<file path="src/rtl/intc_cpu_pkg.sv">
package intc_cpu_pkg;

    localparam int ID_W   = 10;
    localparam int CPU_W  = 3;
    localparam int PRIO_W = 8;
    localparam int LVL_W  = 4;
    localparam int BP_W   = 3;
    localparam int ADDR_W = 5;
    localparam int DATA_W = 32;

    localparam logic [ID_W-1:0]   SPURIOUS_ID = 10'h3FF;
    localparam logic [DATA_W-1:0] IDLE_WORD   = 32'h0000_00FF;

    typedef struct packed {
        logic [CPU_W-1:0] cpu;
        logic [ID_W-1:0]  id;
    } irq_tag_t;

    typedef struct packed {
        logic [ID_W-1:0]  id;
        logic [LVL_W-1:0] lvl;
    } act_ent_t;

    typedef enum logic [2:0] {
        REG_CTRL  = 3'd0,
        REG_THR   = 3'd1,
        REG_BPT   = 3'd2,
        REG_ACK   = 3'd3,
        REG_EOI   = 3'd4,
        REG_RUN   = 3'd5,
        REG_HPEND = 3'd6,
        REG_NONE  = 3'd7
    } reg_sel_e;

    function automatic reg_sel_e decode_addr(logic [ADDR_W-1:0] a);
        if (a[1:0] != 2'b00 || a[4:2] == 3'd7) return REG_NONE;
        return reg_sel_e'(a[4:2]);
    endfunction

    // keeps priority bits [7:bp+1]; bp = 7 yields an all-zero mask
    function automatic logic [PRIO_W-1:0] group_mask(logic [BP_W-1:0] bp);
        logic [BP_W:0] sh;
        sh = {1'b0, bp} + 1'b1;
        return {PRIO_W{1'b1}} << sh;
    endfunction

    function automatic logic [DATA_W-1:0] tag_word(irq_tag_t t);
        return {{(DATA_W-CPU_W-ID_W){1'b0}}, t};
    endfunction

endpackage

</file>
<file path="src/rtl/intc_cpu_gate.sv">
module intc_cpu_gate
    import intc_cpu_pkg::*;
(
    input  logic              enable,
    input  logic              pend_valid,
    input  logic [PRIO_W-1:0] pend_prio,
    input  logic [LVL_W-1:0]  thr,
    input  logic [BP_W-1:0]   bp,
    input  logic              active,
    input  logic [LVL_W-1:0]  run_lvl,
    input  logic              stack_full,
    output logic              req
);
    logic [PRIO_W-1:0] gmask;
    logic              pass_thr;
    logic              pass_pre;

    always_comb begin
        gmask    = group_mask(bp);
        pass_thr = pend_prio < {thr, {(PRIO_W-LVL_W){1'b0}}};
        pass_pre = !active ||
                   ((pend_prio & gmask) < ({run_lvl, {(PRIO_W-LVL_W){1'b0}}} & gmask));
        req      = enable && pend_valid && pass_thr && pass_pre && !stack_full;
    end

endmodule

</file>
<file path="src/rtl/intc_cpu_stack.sv">
module intc_cpu_stack
    import intc_cpu_pkg::*;
#(
    parameter int DEPTH = 4
)(
    input  logic            clk,
    input  logic            rst,
    input  logic            push,
    input  act_ent_t        push_ent,
    input  logic            eoi,
    input  logic [ID_W-1:0] eoi_id,
    output act_ent_t        top,
    output logic            active,
    output logic            full
);
    localparam int CNT_W = $clog2(DEPTH + 1);

    logic [CNT_W-1:0] cnt;
    act_ent_t         slot [DEPTH];
    logic             pop;

    assign active = (cnt != '0);
    assign full   = (cnt == CNT_W'(DEPTH));
    assign pop    = eoi && active && (top.id == eoi_id);

    always_ff @(posedge clk) begin
        if (rst) begin
            cnt <= '0;
        end else if (push) begin
            cnt <= cnt + 1'b1;
        end else if (pop) begin
            cnt <= cnt - 1'b1;
        end
    end

    always_ff @(posedge clk) begin
        for (int i = 0; i < DEPTH; i++) begin
            if (rst) begin
                slot[i] <= '0;
            end else if (push && cnt == CNT_W'(i)) begin
                slot[i] <= push_ent;
            end
        end
    end

    always_comb begin
        top = '0;
        for (int i = 0; i < DEPTH; i++) begin
            if (cnt == CNT_W'(i + 1)) top = slot[i];
        end
    end

    a_r12_no_push_when_full: assert property (@(posedge clk) disable iff (rst)
        push |-> !full);
    a_r5_push_grows: assert property (@(posedge clk) disable iff (rst)
        push |=> cnt == $past(cnt) + 1'b1);
    a_r11_hold_without_match: assert property (@(posedge clk) disable iff (rst)
        (!push && !pop) |=> $stable(cnt));

endmodule

</file>
<file path="src/rtl/intc_cpu_regs.sv">
module intc_cpu_regs
    import intc_cpu_pkg::*;
#(
    parameter int BP_MIN = 3
)(
    input  logic              clk,
    input  logic              rst,
    input  logic              bus_sel,
    input  logic              bus_wr,
    input  logic [ADDR_W-1:0] bus_addr,
    input  logic [DATA_W-1:0] bus_wdata,
    input  logic              req,
    input  logic              pend_valid,
    input  irq_tag_t          pend_tag,
    input  logic              active,
    input  logic [LVL_W-1:0]  run_lvl,
    output logic [DATA_W-1:0] bus_rdata,
    output logic              enable,
    output logic [LVL_W-1:0]  thr,
    output logic [BP_W-1:0]   bp,
    output logic              push,
    output logic              eoi,
    output logic [ID_W-1:0]   eoi_id
);
    localparam logic [BP_W-1:0] BP_FLOOR = BP_W'(BP_MIN);

    reg_sel_e          rsel;
    logic              rd_en;
    logic              wr_en;
    logic [DATA_W-1:0] rd_val;
    logic [BP_W-1:0]   bp_in;
    logic              unused_wbits;

    assign rsel   = decode_addr(bus_addr);
    assign rd_en  = bus_sel && !bus_wr;
    assign wr_en  = bus_sel && bus_wr;
    assign push   = rd_en && (rsel == REG_ACK) && req;
    assign eoi    = wr_en && (rsel == REG_EOI);
    assign eoi_id = bus_wdata[ID_W-1:0];
    assign bp_in  = bus_wdata[BP_W-1:0];
    assign unused_wbits = ^{bus_wdata[DATA_W-1:PRIO_W], bus_wdata[LVL_W-1:BP_W],
                            bus_wdata[ID_W+CPU_W-1:ID_W]};

    always_ff @(posedge clk) begin
        if (rst) begin
            enable <= 1'b0;
            thr    <= '0;
            bp     <= BP_FLOOR;
        end else if (wr_en) begin
            case (rsel)
                REG_CTRL: enable <= bus_wdata[0];
                REG_THR:  thr    <= bus_wdata[PRIO_W-1:PRIO_W-LVL_W];
                REG_BPT:  bp     <= (bp_in < BP_FLOOR) ? BP_FLOOR : bp_in;
                default:  ;
            endcase
        end
    end

    always_comb begin
        case (rsel)
            REG_CTRL:  rd_val = {{(DATA_W-1){1'b0}}, enable};
            REG_THR:   rd_val = {{(DATA_W-PRIO_W){1'b0}}, thr, {(PRIO_W-LVL_W){1'b0}}};
            REG_BPT:   rd_val = {{(DATA_W-BP_W){1'b0}}, bp};
            REG_ACK:   rd_val = req ? tag_word(pend_tag)
                                    : {{(DATA_W-ID_W){1'b0}}, SPURIOUS_ID};
            REG_RUN:   rd_val = active ? {{(DATA_W-PRIO_W){1'b0}}, run_lvl, {(PRIO_W-LVL_W){1'b0}}}
                                       : IDLE_WORD;
            REG_HPEND: rd_val = pend_valid ? tag_word(pend_tag)
                                           : {{(DATA_W-ID_W){1'b0}}, SPURIOUS_ID};
            default:   rd_val = '0;
        endcase
    end

    always_ff @(posedge clk) begin
        if (rst) begin
            bus_rdata <= '0;
        end else if (rd_en) begin
            bus_rdata <= rd_val;
        end
    end

    a_r10_bp_floor: assert property (@(posedge clk) disable iff (rst)
        bp >= BP_FLOOR);
    a_r8_idle_running: assert property (@(posedge clk) disable iff (rst)
        (rd_en && rsel == REG_RUN && !active) |=> bus_rdata == IDLE_WORD);
    a_r3_disabled_ack: assert property (@(posedge clk) disable iff (rst)
        (rd_en && rsel == REG_ACK && !enable) |=> bus_rdata == DATA_W'(SPURIOUS_ID));
    a_r13_rdata_hold: assert property (@(posedge clk) disable iff (rst)
        !rd_en |=> $stable(bus_rdata));

endmodule

</file>
<file path="src/rtl/intc_cpu_if.sv">
module intc_cpu_if
    import intc_cpu_pkg::*;
#(
    parameter int STACK_DEPTH = 4,
    parameter int BP_MIN      = 3
)(
    input  logic              clk,
    input  logic              rst,
    input  logic              pend_valid,
    input  logic [ID_W-1:0]   pend_id,
    input  logic [CPU_W-1:0]  pend_cpu,
    input  logic [PRIO_W-1:0] pend_prio,
    input  logic              bus_sel,
    input  logic              bus_wr,
    input  logic [ADDR_W-1:0] bus_addr,
    input  logic [DATA_W-1:0] bus_wdata,
    output logic [DATA_W-1:0] bus_rdata,
    output logic              irq
);
    irq_tag_t         pend_tag;
    act_ent_t         push_ent;
    act_ent_t         top;
    logic             enable;
    logic [LVL_W-1:0] thr;
    logic [BP_W-1:0]  bp;
    logic             active;
    logic             full;
    logic             req;
    logic             push;
    logic             eoi;
    logic [ID_W-1:0]  eoi_id;

    assign pend_tag.cpu = pend_cpu;
    assign pend_tag.id  = pend_id;
    assign push_ent.id  = pend_id;
    assign push_ent.lvl = pend_prio[PRIO_W-1:PRIO_W-LVL_W];

    intc_cpu_regs #(.BP_MIN(BP_MIN)) u_regs (
        .clk        (clk),
        .rst        (rst),
        .bus_sel    (bus_sel),
        .bus_wr     (bus_wr),
        .bus_addr   (bus_addr),
        .bus_wdata  (bus_wdata),
        .req        (req),
        .pend_valid (pend_valid),
        .pend_tag   (pend_tag),
        .active     (active),
        .run_lvl    (top.lvl),
        .bus_rdata  (bus_rdata),
        .enable     (enable),
        .thr        (thr),
        .bp         (bp),
        .push       (push),
        .eoi        (eoi),
        .eoi_id     (eoi_id)
    );

    intc_cpu_gate u_gate (
        .enable     (enable),
        .pend_valid (pend_valid),
        .pend_prio  (pend_prio),
        .thr        (thr),
        .bp         (bp),
        .active     (active),
        .run_lvl    (top.lvl),
        .stack_full (full),
        .req        (req)
    );

    intc_cpu_stack #(.DEPTH(STACK_DEPTH)) u_stack (
        .clk      (clk),
        .rst      (rst),
        .push     (push),
        .push_ent (push_ent),
        .eoi      (eoi),
        .eoi_id   (eoi_id),
        .top      (top),
        .active   (active),
        .full     (full)
    );

    always_ff @(posedge clk) begin
        if (rst) irq <= 1'b0;
        else     irq <= req && !push;
    end

    a_r3_disabled_quiet: assert property (@(posedge clk) disable iff (rst)
        !enable |=> !irq);
    a_r4_lowest_never: assert property (@(posedge clk) disable iff (rst)
        (pend_prio[PRIO_W-1:PRIO_W-LVL_W] == {LVL_W{1'b1}}) |=> !irq);
    a_r5_drop_after_ack: assert property (@(posedge clk) disable iff (rst)
        push |=> !irq);
    a_r12_full_quiet: assert property (@(posedge clk) disable iff (rst)
        full |=> !irq);

endmodule

</file>
<file path="config.mk">
export PLATFORM = sky130hd
export DESIGN_NAME = intc_cpu_if
export DESIGN_NICKNAME = d
export VERILOG_FILES = /design/src/rtl/intc_cpu_pkg.sv /design/src/rtl/intc_cpu_gate.sv /design/src/rtl/intc_cpu_stack.sv /design/src/rtl/intc_cpu_regs.sv /design/src/rtl/intc_cpu_if.sv
export SDC_FILE = /design/constraint.sdc
export NUM_CORES = 1
export LEC_CHECK = 0
export BUFFER_PORTS_ARGS = -buffer_cell sky130_fd_sc_hd__buf_2
export CAP_MARGIN = 10
export CORE_UTILIZATION = 50
export DETAILED_ROUTE_END_ITERATION = 8
export PLACE_DENSITY = 0.83
export SETUP_SLACK_MARGIN = 0.2
export SLEW_MARGIN = 15
export SYNTH_ARGS = -nofsm -noshare
export SYNTH_HDL_FRONTEND = slang
export SYNTH_SLANG_ARGS = --single-unit
export TNS_END_PERCENT = 10
</file>
<file path="constraint.sdc">
create_clock -name clk -period 4 [get_ports clk]
set_input_delay 0.4 -clock clk [delete_from_list [all_inputs] [get_ports clk]]
set_output_delay 0.4 -clock clk [all_outputs]
set_load 0.01 [all_outputs]
</file>
Word level (Yosys, flattened, before mapping)

Memory sizes are Yosys's and may differ from the RTL's.
Cells that the tools add are included.

Word-level logic and storage cells: 94
Memory bits (writable): 56
Memories: 1
Bits in registers: 44

$add $sub $neg: 3
Bitwise gates (word level): 6
Shift operators: 1
Muxes and demuxes: 32
$lt $le $gt $ge: 3
Reduce and logical (&&, ||, !) cells: 30
Eq/ne operators: 12

Memory list:

| memory       | depth | width | read ports | clocked after Yosys merged registers in | write ports | line                 | text |
|---|---|---|---|---|---|---|---|
| u_stack.slot | 4     | 14    | 4          | 0                                       | 4           | intc_cpu_stack.sv:19 | `act_ent_t slot [DEPTH];` |

Operators with widths:

| operator                                                   | count |
|---|---|
| one-hot mux 32 bit (6 select lines)                        | 1 |
| 2-to-1 mux 14 bit                                          | 8 |
| 2-to-1 mux 13 bit                                          | 2 |
| bitwise AND 8 bit                                          | 2 |
| logical AND 1 bit                                          | 16 |
| less-than comparator 8 bit                                 | 2 |
| equality test 3 bit, second input constant                 | 5 |
| 2-to-1 mux 1 bit                                           | 15 |
| 2-to-1 mux 3 bit                                           | 5 |
| equality test 3 x 2 -> 1 bit, second input constant        | 4 |
| equality test 10 bit                                       | 1 |
| 2-to-1 mux 8 bit                                           | 1 |
| << shifter 8 x 4 -> 8 bit, first input constant            | 1 |
| equality test 3 x 1 -> 1 bit, second input constant        | 2 |
| zero test 3 bit                                            | 2 |
| AND reduction 2 bit                                        | 3 |
| adder 3 x 1 -> 4 bit, second input constant                | 1 |
| zero test 1 bit                                            | 4 |
| bitwise OR 1 bit                                           | 4 |
| nonzero test 2 bit                                         | 2 |
| adder 3 x 1 -> 3 bit, second input constant                | 1 |
| less-than comparator 3 x 2 -> 1 bit, second input constant | 1 |
| nonzero test 3 bit                                         | 1 |
| subtractor 3 x 1 -> 3 bit, second input constant           | 1 |
| logical OR 1 bit                                           | 2 |

Depth between registers and ports, before layout

Gate-level depths: netlist (run 1).

Depth in word-level cells: 16
Depth in mapped cells: 18

Modules after synthesis

From an unflattened synthesis (run 1), not the netlist that was laid out.

Cells, all modules: 450
Area total of the unflattened synthesis: 4615.7 sq um

By module, submodules not included:

| module         | times used | cells an instance | area an instance (sq um) | sequential area each (sq um) |
|---|---|---|---|---|
| intc_cpu_stack | 1          | 269               | 3044.2                   | 1741.7 |
| intc_cpu_regs  | 1          | 146               | 1285.0                   | 420.4 |
| intc_cpu_gate  | 1          | 33                | 254.0                    | 0.0 |
| intc_cpu_if    | 1          | 2                 | 32.5                     | 20.0 |

Worst setup path before layout (run 1)

OpenSTA, ideal clock, no wires.

Path kind: register to register
Start point: reg u_stack.cnt[2]
End point: mem u_stack.slot[2][0] (netlist bit) (enable)
Arrival: 3821 ps
Buffers on the path: 4
Setup time: 357 ps
Setup slack: -178 ps
Period minus slack after synthesis: 4178 ps
Stages on the path, launching flop included: 17
Path through: dfxtp_1 -> buf_2 -> clkinv_1 -> ha_1 -> clkbuf_8 -> clkbuf_1 -> o21ai_0 -> a222oi_1 -> or2_2 -> ha_1 -> nor2b_1 -> or4_1 -> a31oi_1 -> o2111a_1 -> clkbuf_8 -> and2_1 -> a21o_1

RTL lines:

| item                   | line                 | text |
|---|---|---|
| from (decl)            | intc_cpu_stack.sv:18 | `logic [CNT_W-1:0] cnt;` |
| from (signal assigned) | intc_cpu_stack.sv:30 | `cnt <= cnt + 1'b1;` |
| from (signal assigned) | intc_cpu_stack.sv:32 | `cnt <= cnt - 1'b1;` |
| to (decl)              | intc_cpu_stack.sv:19 |  |

==> flow_results.org, run 1 <==
** Power and ir drop
- In this run, the combinational gates consume 6.6% of the power.
- The internal power of the cells totals 1310 uW.
- In this run the static leakage power is 0.00205 uW.
- The worst-case IR drop observed on VDD is 0.000159 V.
- Switching power :: 387 uW
- In this run switching power makes up 22.8% of total power.
- In this run the power density over the cells is 327 nW/um2.
- Proportion of power drawn by flip-flops and latches :: 54.0%
- Of the total power, the clock network draws 39.4%.

** Finish
- Fraction of final layout cells sized beyond drive strength 1 :: 19.5%
- Area growth from synthesis to final layout :: 11.1%
- Fill cells :: 742
- Leaving out filler cells and counting taps, the final layout contains 631.
- Reg area :: 2180 um2
- The repair_antennas step left the layout with diodes totalling 0.
- Number of nets in the finished design :: 596
- The multi-input combinational cells in the finished layout cover a total of 2250 um2.

** STA
- Worst rel slew slack :: 48.9%
- Final worst-path setup slack :: 0.406 ns
- Maximum clock skew at final layout :: 0.00833 ns
- Share of the cycle needed by the critical path after routing :: 89.8%
- Setup violations remaining at the end of the flow were counted as 0.
- Tightest Pin Transition :: 0.760 ns
- Counting I/O delays and the setup requirement, the final critical path takes 3.59 ns.
- The count of endpoints failing hold in the final timing report was 0.
- Hold timing on the final database bottoms out at a slack of 0.271 ns.
- Highest clock frequency the design can meet :: 278 MHz
- Setup repair after global routing missed its margin :: yes
- Summed negative setup slack over all endpoints :: 0 ns
- Number of max-slew violations in the final report :: 0

** Synthesis
- Synth warnings :: 0
- In the synthesized netlist the dominant register cell turns out to be edfxtp_1.
- Summed over all instances, the cell type with the most area after synthesis is edfxtp_1.
- Synth cell count leaders :: edfxtp_1, and2_1, nor2_1
- Most frequent cell after synthesis :: edfxtp_1
- The cell area that synthesis handed to floorplanning was 4680 um2.
- Post-synth EDFFs :: 56
- After synthesis, the netlist uses 68 different library cells.
- Mean instance size in the synthesized netlist :: 10.0 um2
- Number of storage elements in the synthesis netlist :: 81
- Counting flops with an async set or reset pin after synthesis yields a share of 0%.
- By area the synthesized netlist is led by edfxtp_1, dfxtp_1, and2_1, ha_1, nor3_1.
- Cells after synthesis :: 468
- Portion of the post-synthesis area used by sequential elements :: 46.6%
- Area fraction of the dominant cell type after synthesis :: 35.9%

** Clocking
- In this run the clock root is driven by a clkbuf_8.
- Clock-pin slew was measured on the worst setup and hold paths at 0.08 ns.
- The later pin in the worst-skew pair is clocked with a latency of 0.36 ns.
- Clk buf depth :: 2
- Once the clock tree was built, the setup fixing pass inserted 0 buffers.
- The tree built by TritonCTS fans out to 81 sinks.
- Clock tree from TritonCTS :: built
- In this run, CTS created clock tree buffers numbering 9.
- Maximum level of the CTS H-tree :: 3

** GRT
- After global routing the overflow that remains totals 0.
- Global-route wire length before repair :: 19000 um
- For this run, the total global-route usage over all layers was measured as 25.9%.
- Antenna violations before repair :: 0
- Maximum number of pins on one net before global-route repair :: 33
- The number of global-route vias before repair came to 3703.

** Floorplanning
- The region available for standard cell placement spans 8890 um2.
- Initial cell density of the core :: 52.7%
- The die covers 9750 um2.
- Row Count :: 34
- 96 I/O pins were placed.
- Overall die height :: 98.8 um
- The die is 98.8 um wide.

** Placed design
- Summed over all nets, the half-perimeter wirelength after detailed placement is 8810 um.
- Worst Setup Slack post-DPL :: 0.252 ns
- Cells after DPL :: 614
- Routability-driven placement finished with a final weighted congestion of 0.977.
- Count of input and output buffers :: 50

** Drt
- Drt drc :: 0
- The routed layout has 3812 vias.
- Starting DRT DRC Count :: 385
- Number of search-and-repair iterations in the first detailed-routing pass :: 6
- Using the TritonRoute via totals, the vias-per-cell ratio works out to 6.04.
- In the final routed layout, each cell accounts on average for 18.9 um.
- Number of nets with antenna violations after routing :: 0
- Wires add up to 12000 um.

** Worst setup path
- Data arrival at the endpoint of the critical path :: 3.61 ns
- Crit path kind :: reg2reg
- Type of destination of the critical path :: flip-flop
- Along the worst path, the maximum fanout reaches 14.
- Type of element launching the critical path :: flip-flop
- Worst EP required :: 4.02 ns
- Startpoint of the most critical setup path :: u_stack.cnt[0]
- Source of the worst register-to-register timing path :: u_stack.cnt[0]

** Worst hold path
- Type of the most critical hold path :: in2reg
- In this run the most critical hold path is launched from pend_cpu[0].

** Run
- Across the run, the number of max-cap violations was 0.

** Run status
- Status :: finished clean
[area by class of cell]
| class | instances | share of cell area, % |
|---|---|---|
| sequential | 81 | 42.0 |
| clock inverter | 5 | 1.54 |
| timing repair buffer | 61 | 6.40 |
| multi-input combinational | 344 | 43.3 |
| clock buffer | 11 | 2.72 |
| inverter | 21 | 1.54 |
| tap | 108 | 2.60 |
[routing by layer]
layer,track usage (%),part of all wire (%),vias to the layer above
li1,-,-,1777
met1,32.9,41,1807
met2,42.1,48,203
met3,5.96,8.6,25
met4,12.2,2.8,0
met5,0,0,-
[cell families (layout without fill, tap and decap cells)]
kind of cell	after synthesis	in the layout	synth area share [%]
flops	81	81	46.6
xor+xnor	6	6	1.12
mux	8	8	1.74
buf+inv	62	98	8.15
other cells	1	19	0.0801
fa+ha+maj	15	15	4.01
compound gates	101	101	15.9
simple gates	194	195	22.4
[state kept, by name, summed over array words and instances (netlist names)]
register          count
u_stack.cnt           3
u_regs.thr            4
u_regs.bp             3
u_regs.enable         1
irq                   1
u_stack.slot         56
u_regs.bus_rdata     13
[cell usage in the layout (no fill, tap or decap), types with 5 or more instances in the layout]
master,instances
edfxtp_1,56
buf_2,50
and2_1,41
nor2_1,36
nand2_1,35
nor3_1,31
dfxtp_1,24
inv_1,19
a21oi_1,19
conb_1,19
o21ai_0,16
a221oi_1,15
ha_1,13
buf_4,11
clkbuf_8,10
a21o_1,9
mux2i_1,7
a22o_1,7
nand2b_1,6
nand3_1,5
[power groups by stage]
stage               Sequential, uW  Clock [uW]  Combinational [uW]
floorplan                      935           0                79.3
global placement               936           0                 106
detailed placement             937           0                 109
CTS                            918         675                 109
global route                   920         716                 123
finish                         918         671                 111
[worst paths after layout]
kind	end	slack [ns]	cells past startpoint
max	u_stack.slot[0][5]	0.41	13
max reg2reg	u_stack.slot[0][5]	0.41	13
min reg2reg	u_regs.bus_rdata[10]	0.47	1
min	u_regs.bus_rdata[10]	0.27	2
[metrics by stage]
stage | instance area, um2 | utilization, % | power [uW]
final | 5200 | 58.5 | 1700
after global placement | 4930 | 55.5 | 1040
after detailed placement | 4930 | 55.5 | 1050
after global routing | 5200 | 58.5 | 1760
after CTS | 5150 | 58.0 | 1700
after floorplan | 4770 | - | 1010
[worst max-delay path, cell delays in order, from the launching register on]
cell and delay [ns]:
dfxtp_2 0.39, inv_1 0.11, ha_1 0.27, nor2_1 0.12
a21oi_1 0.06, o21ai_0 0.15, a222oi_1 0.14, or2_2 0.29
ha_1 0.18, nor2b_1 0.12, or4_1 0.50, a31oi_2 0.18
o2111a_2 0.31, a31o_2 0.43
[what timing repair did]
item                       CTS  global route
hold endpoints to repair     0             0
hold buffers                 0             0
setup endpoints to repair    0           119
gates resized for setup      0            11
Power figures use the tool's default switching activity.
==> run 2: changes to the inputs <==
--- a/config.mk
+++ b/config.mk
@@ -14,5 +14,6 @@
 export SLEW_MARGIN = 15
 export SYNTH_ARGS = -nofsm -noshare
 export SYNTH_HDL_FRONTEND = slang
+export SYNTH_HIERARCHICAL = 1
 export SYNTH_SLANG_ARGS = --single-unit
 export TNS_END_PERCENT = 10
==> run 2 against run 1 <==
Net effect: the run now ends with DRC left; largest cell class unchanged; clock skew about the same; largest power group unchanged; cell area up 2.6%; worst hold slack worse by 0.023 ns; wire length down 3.8%; first-iteration DRC count up 15%; critical path depth up 6.
==> flow_results.org, run 2 <==
** Floorplanning
- I/O pin cnt :: 96 (unchanged)
- The initial cell density of the core is 52.1% (was 52.7%).
- The row count came to 34 (unchanged).
- The core footprint was 8810 um2 (was 8890 um2).
- The die height is 97.8 um (was 98.8 um).
- The die width came to 97.8 um (was 98.8 um).
- The overall die area came to 9560 um2 (was 9750 um2).

** Worst hold path
- The end of the worst hold path was u_regs/bus_rdata[11] (was u_regs.bus_rdata[10]).
- The startpoint of the lowest-slack hold path is pend_cpu[1] (was pend_cpu[0]).
- Type of the most critical hold path :: in2reg (unchanged)
- The hold path depth is 2 (unchanged).

** Clocking
- The TritonCTS buffer count came to 9 (unchanged).
- The later-pin clock latency in the skew report is 0.36 ns (about the same).
- Clk buf depth :: 2 (unchanged)
- The CTS clock-pin slew for the worst setup and hold paths was 0.09 ns (was 0.08 ns).
- The total number of clock tree sinks came to 81 (unchanged).
- Clock tree from TritonCTS :: built (unchanged)
- The H-tree depth was 3 (unchanged).
- Count of hold-fix buffers inserted at cts :: 0 (unchanged)
- The clock root buffer is clkbuf_8 (unchanged).

** GRT
- The number of antenna violations at the first check in global routing is 0 (unchanged).
- Maximum number of pins on one net before global-route repair :: 28 (was 33)
- The total overflow reported by the global router was 0 (unchanged).
- Total routing resource utilization after global routing :: 24.0% (was 25.9%)
- The first-pass GRT wire length is 17700 um (was 19000 um).
- The number of global-route vias before repair came to 3413 (was 3703).

** STA
- Final hold slack :: 0.248 ns (was 0.271 ns)
- The number of slew-limit violations in the final report is 0 (unchanged).
- Share of the cycle needed by the critical path after routing :: 90.3% (was 89.8%)
- Final critical delay including setup and external delays :: 3.61 ns (was 3.59 ns)
- Setup repair after global routing missed its margin: no (was yes).
- Worst rel slew slack :: 40.3% (was 48.9%)
- The maximum clock frequency was 277 MHz (was 278 MHz).
- Final count of hold timing violations :: 0 (unchanged)
- The aggregate negative setup slack came to 0 ns (unchanged).
- The final setup skew came to 0.00840 ns (was 0.00833 ns).
- Final setup viols :: 0 (unchanged)
- The slew at the pin closest to its max-slew limit was 0.882 ns (was 0.760 ns).

** Drt
- Met2 WL :: 5540 um (was 5690 um)
- Met3 Wirelength :: 1100 um (was 1020 um)
- The total via count in the routed design was 3688 (was 3812).
- Total routed wirelength :: 11500 um (was 12000 um)
- The routed wirelength normalized by instance count was 18.6 um (was 18.9 um).
- The detailed-routing wirelength on met1 is 4630 um (was 4900 um).
- The number of antenna-violating nets in the routed design was 0 (unchanged).
- The top metal layer carrying routed signals was met4 (unchanged).
- Drt drc :: 8 (was 0)
- The per-cell via count in the routed design is 5.96 (was 6.04).
- The number of detailed-route iterations in the first pass came to 8 (was 6).
- Starting DRT DRC Count :: 443 (was 385)

** Synthesis
- The post-synthesis instance total was 444 (was 468).
- Mean instance size in the synthesized netlist :: 10.3 um2 (was 10.0 um2)
- The number of warnings issued by yosys came to 6 (was 0).
- The post-synthesis instance area was 4590 um2 (was 4680 um2).

** Power and ir drop
- The net switching power of the design was 443 uW (was 387 uW).
- Power per Cell Area :: 314 nW/um2 (was 327 nW/um2)
- The register share of total power came to 55.0% (was 54.0%).
- The worst vdd rail ir drop is 0.000197 V (was 0.000159 V).
- The internal portion of total power came to 1230 uW (was 1310 uW).
- The fraction of power spent switching nets was 26.5% (was 22.8%).
- Total power after layout :: 1670 uW (was 1700 uW)
- The share of power burned in the clock network came to 33.9% (was 39.4%).
- The leakage power of the design was 0.00212 uW (was 0.00205 uW).
- The combinational share of power came to 11.0% (was 6.6%).

** Run status
- Status: finished with violations (was finished clean).
- Violations in the final reports :: DRC

** Worst setup path
- The launch point of the worst reg-to-reg path is u_stack/cnt[0] (was u_stack.cnt[0]).
- Data arrival at the endpoint of the critical path :: 3.86 ns (was 3.61 ns)
- Flop-to-flop setup slack :: 0.39 ns (was 0.41 ns)
- The required arrival time at the worst endpoint was 4.25 ns (was 4.02 ns).
- The cell depth of the worst flop-to-flop path is 19 (was 13).
- The kind of start point of the critical path was a flip-flop (unchanged).
- The category of the critical setup timing path is reg2reg (unchanged).
- The largest fanout on the critical path was 9 (was 14).
- The endpoint kind of the worst setup timing path is a flip-flop (unchanged).
- The worst flop-to-flop path endpoint is u_stack/cnt[0] (was u_stack.slot[0][5]).

** Placed design
- Count of input and output buffers :: 50 (unchanged)
- Post-Place Cell Area :: 4930 um2 (about the same)
- The placed wire-length estimate is 7790 um (was 8810 um).
- Gp weighted congestion :: 0.895 (was 0.977)

** Finish
- Largest registers: u_stack/slot: 56 flops, u_regs/bus_rdata: 13 flops, u_regs/thr: 4 flops (was u_stack.slot: 56 flops, u_regs.bus_rdata: 13 flops, u_regs.thr: 4 flops).
- The fraction of final layout cells with drive strength greater than 1 is 25.2% (was 19.5%).
- Area growth from synthesis to final layout :: 16.4% (was 11.1%)
- The post-layout net count was 583 (was 596).
- Flip-flop count of the largest register after layout :: 56 (unchanged)
- Diode count :: 0 (unchanged)
- Largest Register :: u_stack/slot (was u_stack.slot)
- Leading cell types in the layout, fill and taps excluded :: and2_1, edfxtp_1, buf_2, nand2_1, nor2_1 (was edfxtp_1, buf_2, and2_1, nor2_1, nand2_1)
- The most frequent standard cell in the layout excluding fill and tap cells is and2_1 (was edfxtp_1).
- The final core utilization came to 60.6% (was 58.5%).
- The summed area of non-filler cells in the final layout was 5340 um2 (was 5200 um2).
- Fill cells :: 699 (was 742)

** Run
- Number of max-capacitance violations reported :: 0 (unchanged)
## run 2: routing by layer
layer | GRT usage (%) | vias to the layer above
met5 | 0 | -
met4 | 8.86 | 0
met3 | 4.44 | 27
met2 | 39.6 | 240
met1 | 31.8 | 1734
li1 | - | 1687
## run 2: layout make-up
type / count / area (um2) / share of cell area [%]
Timing Repair Buffer: 81 / 526 / 9.84
Clock buffer: 10 / 138 / 2.58
Inverter: 14 / 58.8 / 1.10
Clock inverter: 6 / 46.3 / 0.867
Multi-Input combinational cell: 319 / 2250 / 42.1
Sequential cell: 81 / 2190 / 41.0
Tap cell: 108 / 135 / 2.53
## run 2: worst max-delay path by stage
| stage | from | to | slack, ns | cells after the start |
|---|---|---|---|---|
| 2_1_floorplan | u_stack/cnt[2] | u_stack/cnt[0] | 0.24 | 21 |
| 6_report | u_stack/cnt[0] | u_stack/cnt[0] | 0.39 | 19 |
| 5_1_grt | u_stack/cnt[0] | u_stack/cnt[2] | 0.18 | 20 |
| 4_1_cts | u_stack/cnt[1] | u_stack/cnt[2] | 0.22 | 19 |
| 3_3_place_gp | u_stack/cnt[0] | u_stack/cnt[2] | 0.24 | 20 |
| 3_5_place_dp | u_stack/cnt[0] | u_stack/cnt[2] | 0.09 | 20 |
## run 2: worst max-delay path, stage by stage, from the launching register on
cell        delay, ns
dfxtp_4          0.38
clkinvlp_4       0.16
ha_4             0.22
nand2_1          0.13
inv_4            0.10
a22oi_1          0.24
o21ai_2          0.12
nand2_1          0.08
ha_1             0.25
a21oi_2          0.13
o21ai_0          0.10
a211oi_2         0.29
nand2_2          0.13
nor3_4           0.22
buf_12           0.15
buf_12           0.10
buf_4            0.11
or3_1            0.12
o22ai_1          0.10
a311o_1          0.35
## run 2: through the flow
stage	std cells	setup slack (ns)
after global placement	587	0.235
after detailed placement	587	0.0859
after CTS	604	0.218
after floorplan	462	0.239
final	619	0.388
after global routing	619	0.183
## run 2: what timing repair did
item / CTS / global route
pin swaps: 1 / 5
gates cloned: 0 / 1
resized for setup: 2 / 20
endpoints found under the setup margin: 66 / 116
buffers inserted: 1 / 14
## run 2: power groups by stage
| stage | Clock [uW] | Combinational [uW] | Sequential (uW) |
|---|---|---|---|
| 6_report | 568 | 185 | 922 |
| 5_1_grt | 610 | 198 | 924 |
| 4_1_cts | 573 | 166 | 921 |
| 3_5_place_dp | 0 | 164 | 940 |
| 3_3_place_gp | 0 | 160 | 939 |
| 2_1_floorplan | 0 | 120 | 938 |
==> run 3: changes to the inputs <==
--- a/config.mk
+++ b/config.mk
@@ -9,7 +9,7 @@
 export CAP_MARGIN = 10
 export CORE_UTILIZATION = 50
 export DETAILED_ROUTE_END_ITERATION = 8
-export PLACE_DENSITY = 0.83
+export PLACE_DENSITY = 0.8
 export SETUP_SLACK_MARGIN = 0.2
 export SLEW_MARGIN = 15
 export SYNTH_ARGS = -nofsm -noshare
==> constraint.sdc (replaced) <==
create_clock -name clk -period 3.7 [get_ports clk]
set_input_delay 0.37 -clock clk [delete_from_list [all_inputs] [get_ports clk]]
set_output_delay 0.37 -clock clk [all_outputs]
set_load 0.01 [all_outputs]
==> run 3 against run 2 <==
Net effect: non-clock buffer count up 21; register-to-register slack got worse by 0.40 ns; the run ends with DRC, setup timing left; clock skew rose by 0.0038 ns; utilization up 4.2 points; first-iteration DRC count down 11%; critical path type unchanged; combinational power increased by 22%; worst setup slack got worse by 0.40 ns; wire length increased by 8.8%; critical endpoint is now u_stack/slot[1][6]; critical path depth increased by 2; clock-buffer cell count is 1 higher; clock power rose by 19%.
==> flow_results.org, run 3 (synthesized netlist as in run 2, its figures left out) <==
** Drt
- Total routed wirelength :: 12500 um (was 11500 um)
- Starting DRT DRC Count :: 394 (was 443)
- Routed wire length per instance :: 19.6 um (was 18.6 um)
- Via-to-Cell Ratio :: 6.06 (was 5.96)
- Drt drc :: 12 (was 8)
- Number of search-and-repair iterations in the first detailed-routing pass :: 7 (was 8)
- The total via count in the routed design is 3878 (was 3688).
- Number of nets with antenna violations after routing :: 0 (unchanged)

** Finish
- Leading cell types in the layout, fill and taps excluded: edfxtp_1, buf_2, and2_1, buf_4, nand2_1 (was and2_1, edfxtp_1, buf_2, nand2_1, nor2_1).
- Largest registers :: u_stack/slot: 56 flops, u_regs/bus_rdata: 13 flops, u_regs/thr: 4 flops (unchanged)
- The fraction of final layout cells with drive strength greater than 1 was 35.2% (was 25.2%).
- The area growth from synthesis to layout was 24.4% (was 16.4%).
- Fill cells :: 656 (was 699)
- Commonest non-fill, non-tap cell in the layout :: edfxtp_1 (was and2_1)
- Number of nets in the finished design :: 604 (was 583)
- Flip-flop count of the largest register after layout :: 56 (unchanged)
- Diode count :: 0 (unchanged)
- Largest Register :: u_stack/slot (unchanged)

** Clocking
- Total CTS buffers :: 9 (unchanged)
- Maximum level of the CTS H-tree :: 3 (unchanged)
- The TritonCTS clock tree is built (unchanged).
- Clock latency on the worst-skew pair :: 0.37 ns (was 0.36 ns)
- The total number of clock tree sinks was 81 (unchanged).
- Clock slew at reported path FFs :: 0.09 ns (about the same)
- The clock root buffer was clkbuf_8 (unchanged).
- Count of hold-fix buffers inserted at cts :: 0 (unchanged)
- Clk buf depth :: 2 (unchanged)

** Worst setup path
- The required arrival time at the worst endpoint was 3.95 ns (was 4.25 ns).
- Type of destination of the critical path :: flip-flop (unchanged)
- Crit path kind :: reg2reg (unchanged)
- Sequence of cells on the critical path :: inv_4 > buf_6 > ha_4 > nand2_4 > inv_4 > buf_4 > a22oi_2 > o21ai_2 > nand2_1 > ha_2 > o2111ai_2 > a21oi_2 > a211oi_2 > nand2_2 > nor3_4 > buf_12 > buf_4 > nand2b_4 > nor3b_4 > buf_6 > and2_4 (was clkinvlp_4 > ha_4 > nand2_1 > inv_4 > a22oi_1 > o21ai_2 > nand2_1 > ha_1 > a21oi_2 > o21ai_0 > a211oi_2 > nand2_2 > nor3_4 > buf_12 > buf_12 > buf_4 > or3_1 > o22ai_1 > a311o_1)
- Highest fanout seen on the critical path :: 5 (was 9)
- The data arrival at the endpoint of the critical path came to 3.95 ns (was 3.86 ns).
- Max incr delay on CP :: 0.41 ns (was 0.38 ns)
- The cell at the slowest stage of the critical path is dfxtp_4 (unchanged).
- The kind of start point of the critical path is a flip-flop (unchanged).

** Power and ir drop
- The worst vdd rail ir drop is 0.000234 V (was 0.000197 V).
- Proportion of power drawn by flip-flops and latches :: 52.5% (was 55.0%)
- The ratio of total power to cell area came to 333 nW/um2 (was 314 nW/um2).
- Sw Share :: 27.0% (was 26.5%)
- Total power after layout :: 1900 uW (was 1670 uW)
- The internal portion of total power was 1390 uW (was 1230 uW).
- The net switching power of the design was 513 uW (was 443 uW).
- Leakage power of the design :: 0.00228 uW (was 0.00212 uW)
- The share of power burned in the clock network was 35.6% (was 33.9%).
- Comb pwr share :: 11.9% (was 11.0%)

** GRT
- The total routing usage reported by global routing was 25.9% (was 24.0%).
- Maximum number of pins on one net before global-route repair :: 28 (unchanged)
- Residual overflow from global routing :: 0 (unchanged)
- The first-pass GRT wire length came to 18900 um (was 17700 um).
- The number of global-route vias before repair came to 3897 (was 3413).
- Antenna violations before repair :: 0 (unchanged)

** Placed design
- Worst Setup Slack post-DPL :: -0.176 ns (was 0.0859 ns)
- Gp weighted congestion :: 0.875 (was 0.895)
- DPL Wire Length :: 8100 um (was 7790 um)
- Count of input and output buffers :: 50 (unchanged)

** Floorplanning
- Die boundary width :: 97.8 um (unchanged)
- Row Count :: 34 (unchanged)
- Overall die height :: 97.8 um (unchanged)
- Area of the core region :: 8810 um2 (unchanged)
- DIE AREA :: 9560 um2 (unchanged)
- The initial cell density of the core came to 52.1% (unchanged).
- I/O pin cnt :: 96 (unchanged)

** STA
- Maximum clock skew at final layout :: 0.0122 ns (was 0.00840 ns)
- Final count of hold timing violations :: 0 (unchanged)
- Final setup viols :: 4 (was 0)
- The part of the cycle the worst path needs came to 100% (was 90.3%).
- Highest clock frequency the design can meet :: 270 MHz (was 277 MHz)
- Number of max-slew violations in the final report :: 0 (unchanged)
- The slew at the pin closest to its max-slew limit was 0.849 ns (was 0.882 ns).
- The final critical delay including setup and external delays was 3.71 ns (was 3.61 ns).
- The aggregate negative setup slack came to -0.0203 ns (was 0 ns).
- Setup repair after global routing missed its margin :: yes (was no)
- The final critical-path setup slack is -0.00725 ns (was 0.388 ns).
- Final hold slack :: 0.213 ns (was 0.248 ns)
- Worst rel slew slack :: 42.6% (was 40.3%)

** Worst hold path
- The type of the tightest min-delay check is in2reg (unchanged).

** Run
- The number of max-cap violations came to 0 (unchanged).

** Run status
- Status :: finished with violations (unchanged)
- Violations in the final reports :: DRC, setup timing (was DRC)
-- run 3: cell types whose count changed in the layout (fill, tap and decap cells not counted), sizes merged --
| cell | before | now |
|---|---|---|
| clkinvlp | 2 | 1 |
| buf | 80 | 102 |
-- run 3: what timing repair did --
action | CTS | global route
gates cloned | 0 | 1
pin swaps | 9 | 14
gates resized for setup | 25 | 51
setup endpoints to repair | 115 | 115
buffers inserted | 16 | 10
-- run 3: critical path, delay by kind of cell (launching register included) --
kind                       cells  cell delay [ns]
AOI/OAI and AO/OA              5             0.77
DFF                            1             0.41
adders and majority gates      2             0.46
and+or+nand+nor                7             1.14
buffers and inverters          7             0.81
-- run 3: final cells by class --
type                            count  area [um2]  area share [%]
Sequential cell                    81        2190            38.4
Timing Repair Buffer              102         701            12.3
Clock inverter                      5        42.5           0.746
Tap cell                          108         135            2.37
Multi-Input combinational cell    319        2410            42.3
Inverter                           14        62.6            1.10
Clock buffer                       11         163            2.85
-- run 3: stage by stage --
stage	cells	util, %	cell area, um2
after floorplan	462	-	4760
after global placement	597	57.1	5020
after detailed placement	597	57.1	5020
after CTS	629	61.7	5430
after global routing	640	64.8	5710
final	640	64.8	5710
-- run 3: layer usage --
| layer | wire, um | track usage [%] |
|---|---|---|
| met1 | 4900 | 31.5 |
| met4 | 347 | 14.5 |
| met2 | 6240 | 43.7 |
| met3 | 1020 | 4.58 |
| met5 | 0 | 0 |
-- run 3: path summary, 6_finish.rpt --
check | from | end | slack [ns] | cells past startpoint
min reg2reg | u_regs/bus_rdata[5] | u_regs/bus_rdata[5] | 0.45 | 2
max | u_stack/cnt[0] | u_stack/slot[1][6] | -0.007 | 21
max reg2reg | u_stack/cnt[0] | u_stack/slot[1][6] | -0.007 | 21
min | pend_cpu[1] | u_regs/bus_rdata[11] | 0.21 | 2
-- run 3: power groups by stage --
| stage | clock [uW] | combinational, uW | sequential [uW] |
|---|---|---|---|
| 2_1_floorplan | 0 | 130 | 1010 |
| 3_3_place_gp | 0 | 181 | 1020 |
| 3_5_place_dp | 0 | 187 | 1020 |
| 4_1_cts | 670 | 203 | 997 |
| 5_1_grt | 719 | 241 | 1000 |
| 6_report | 677 | 226 | 999 |
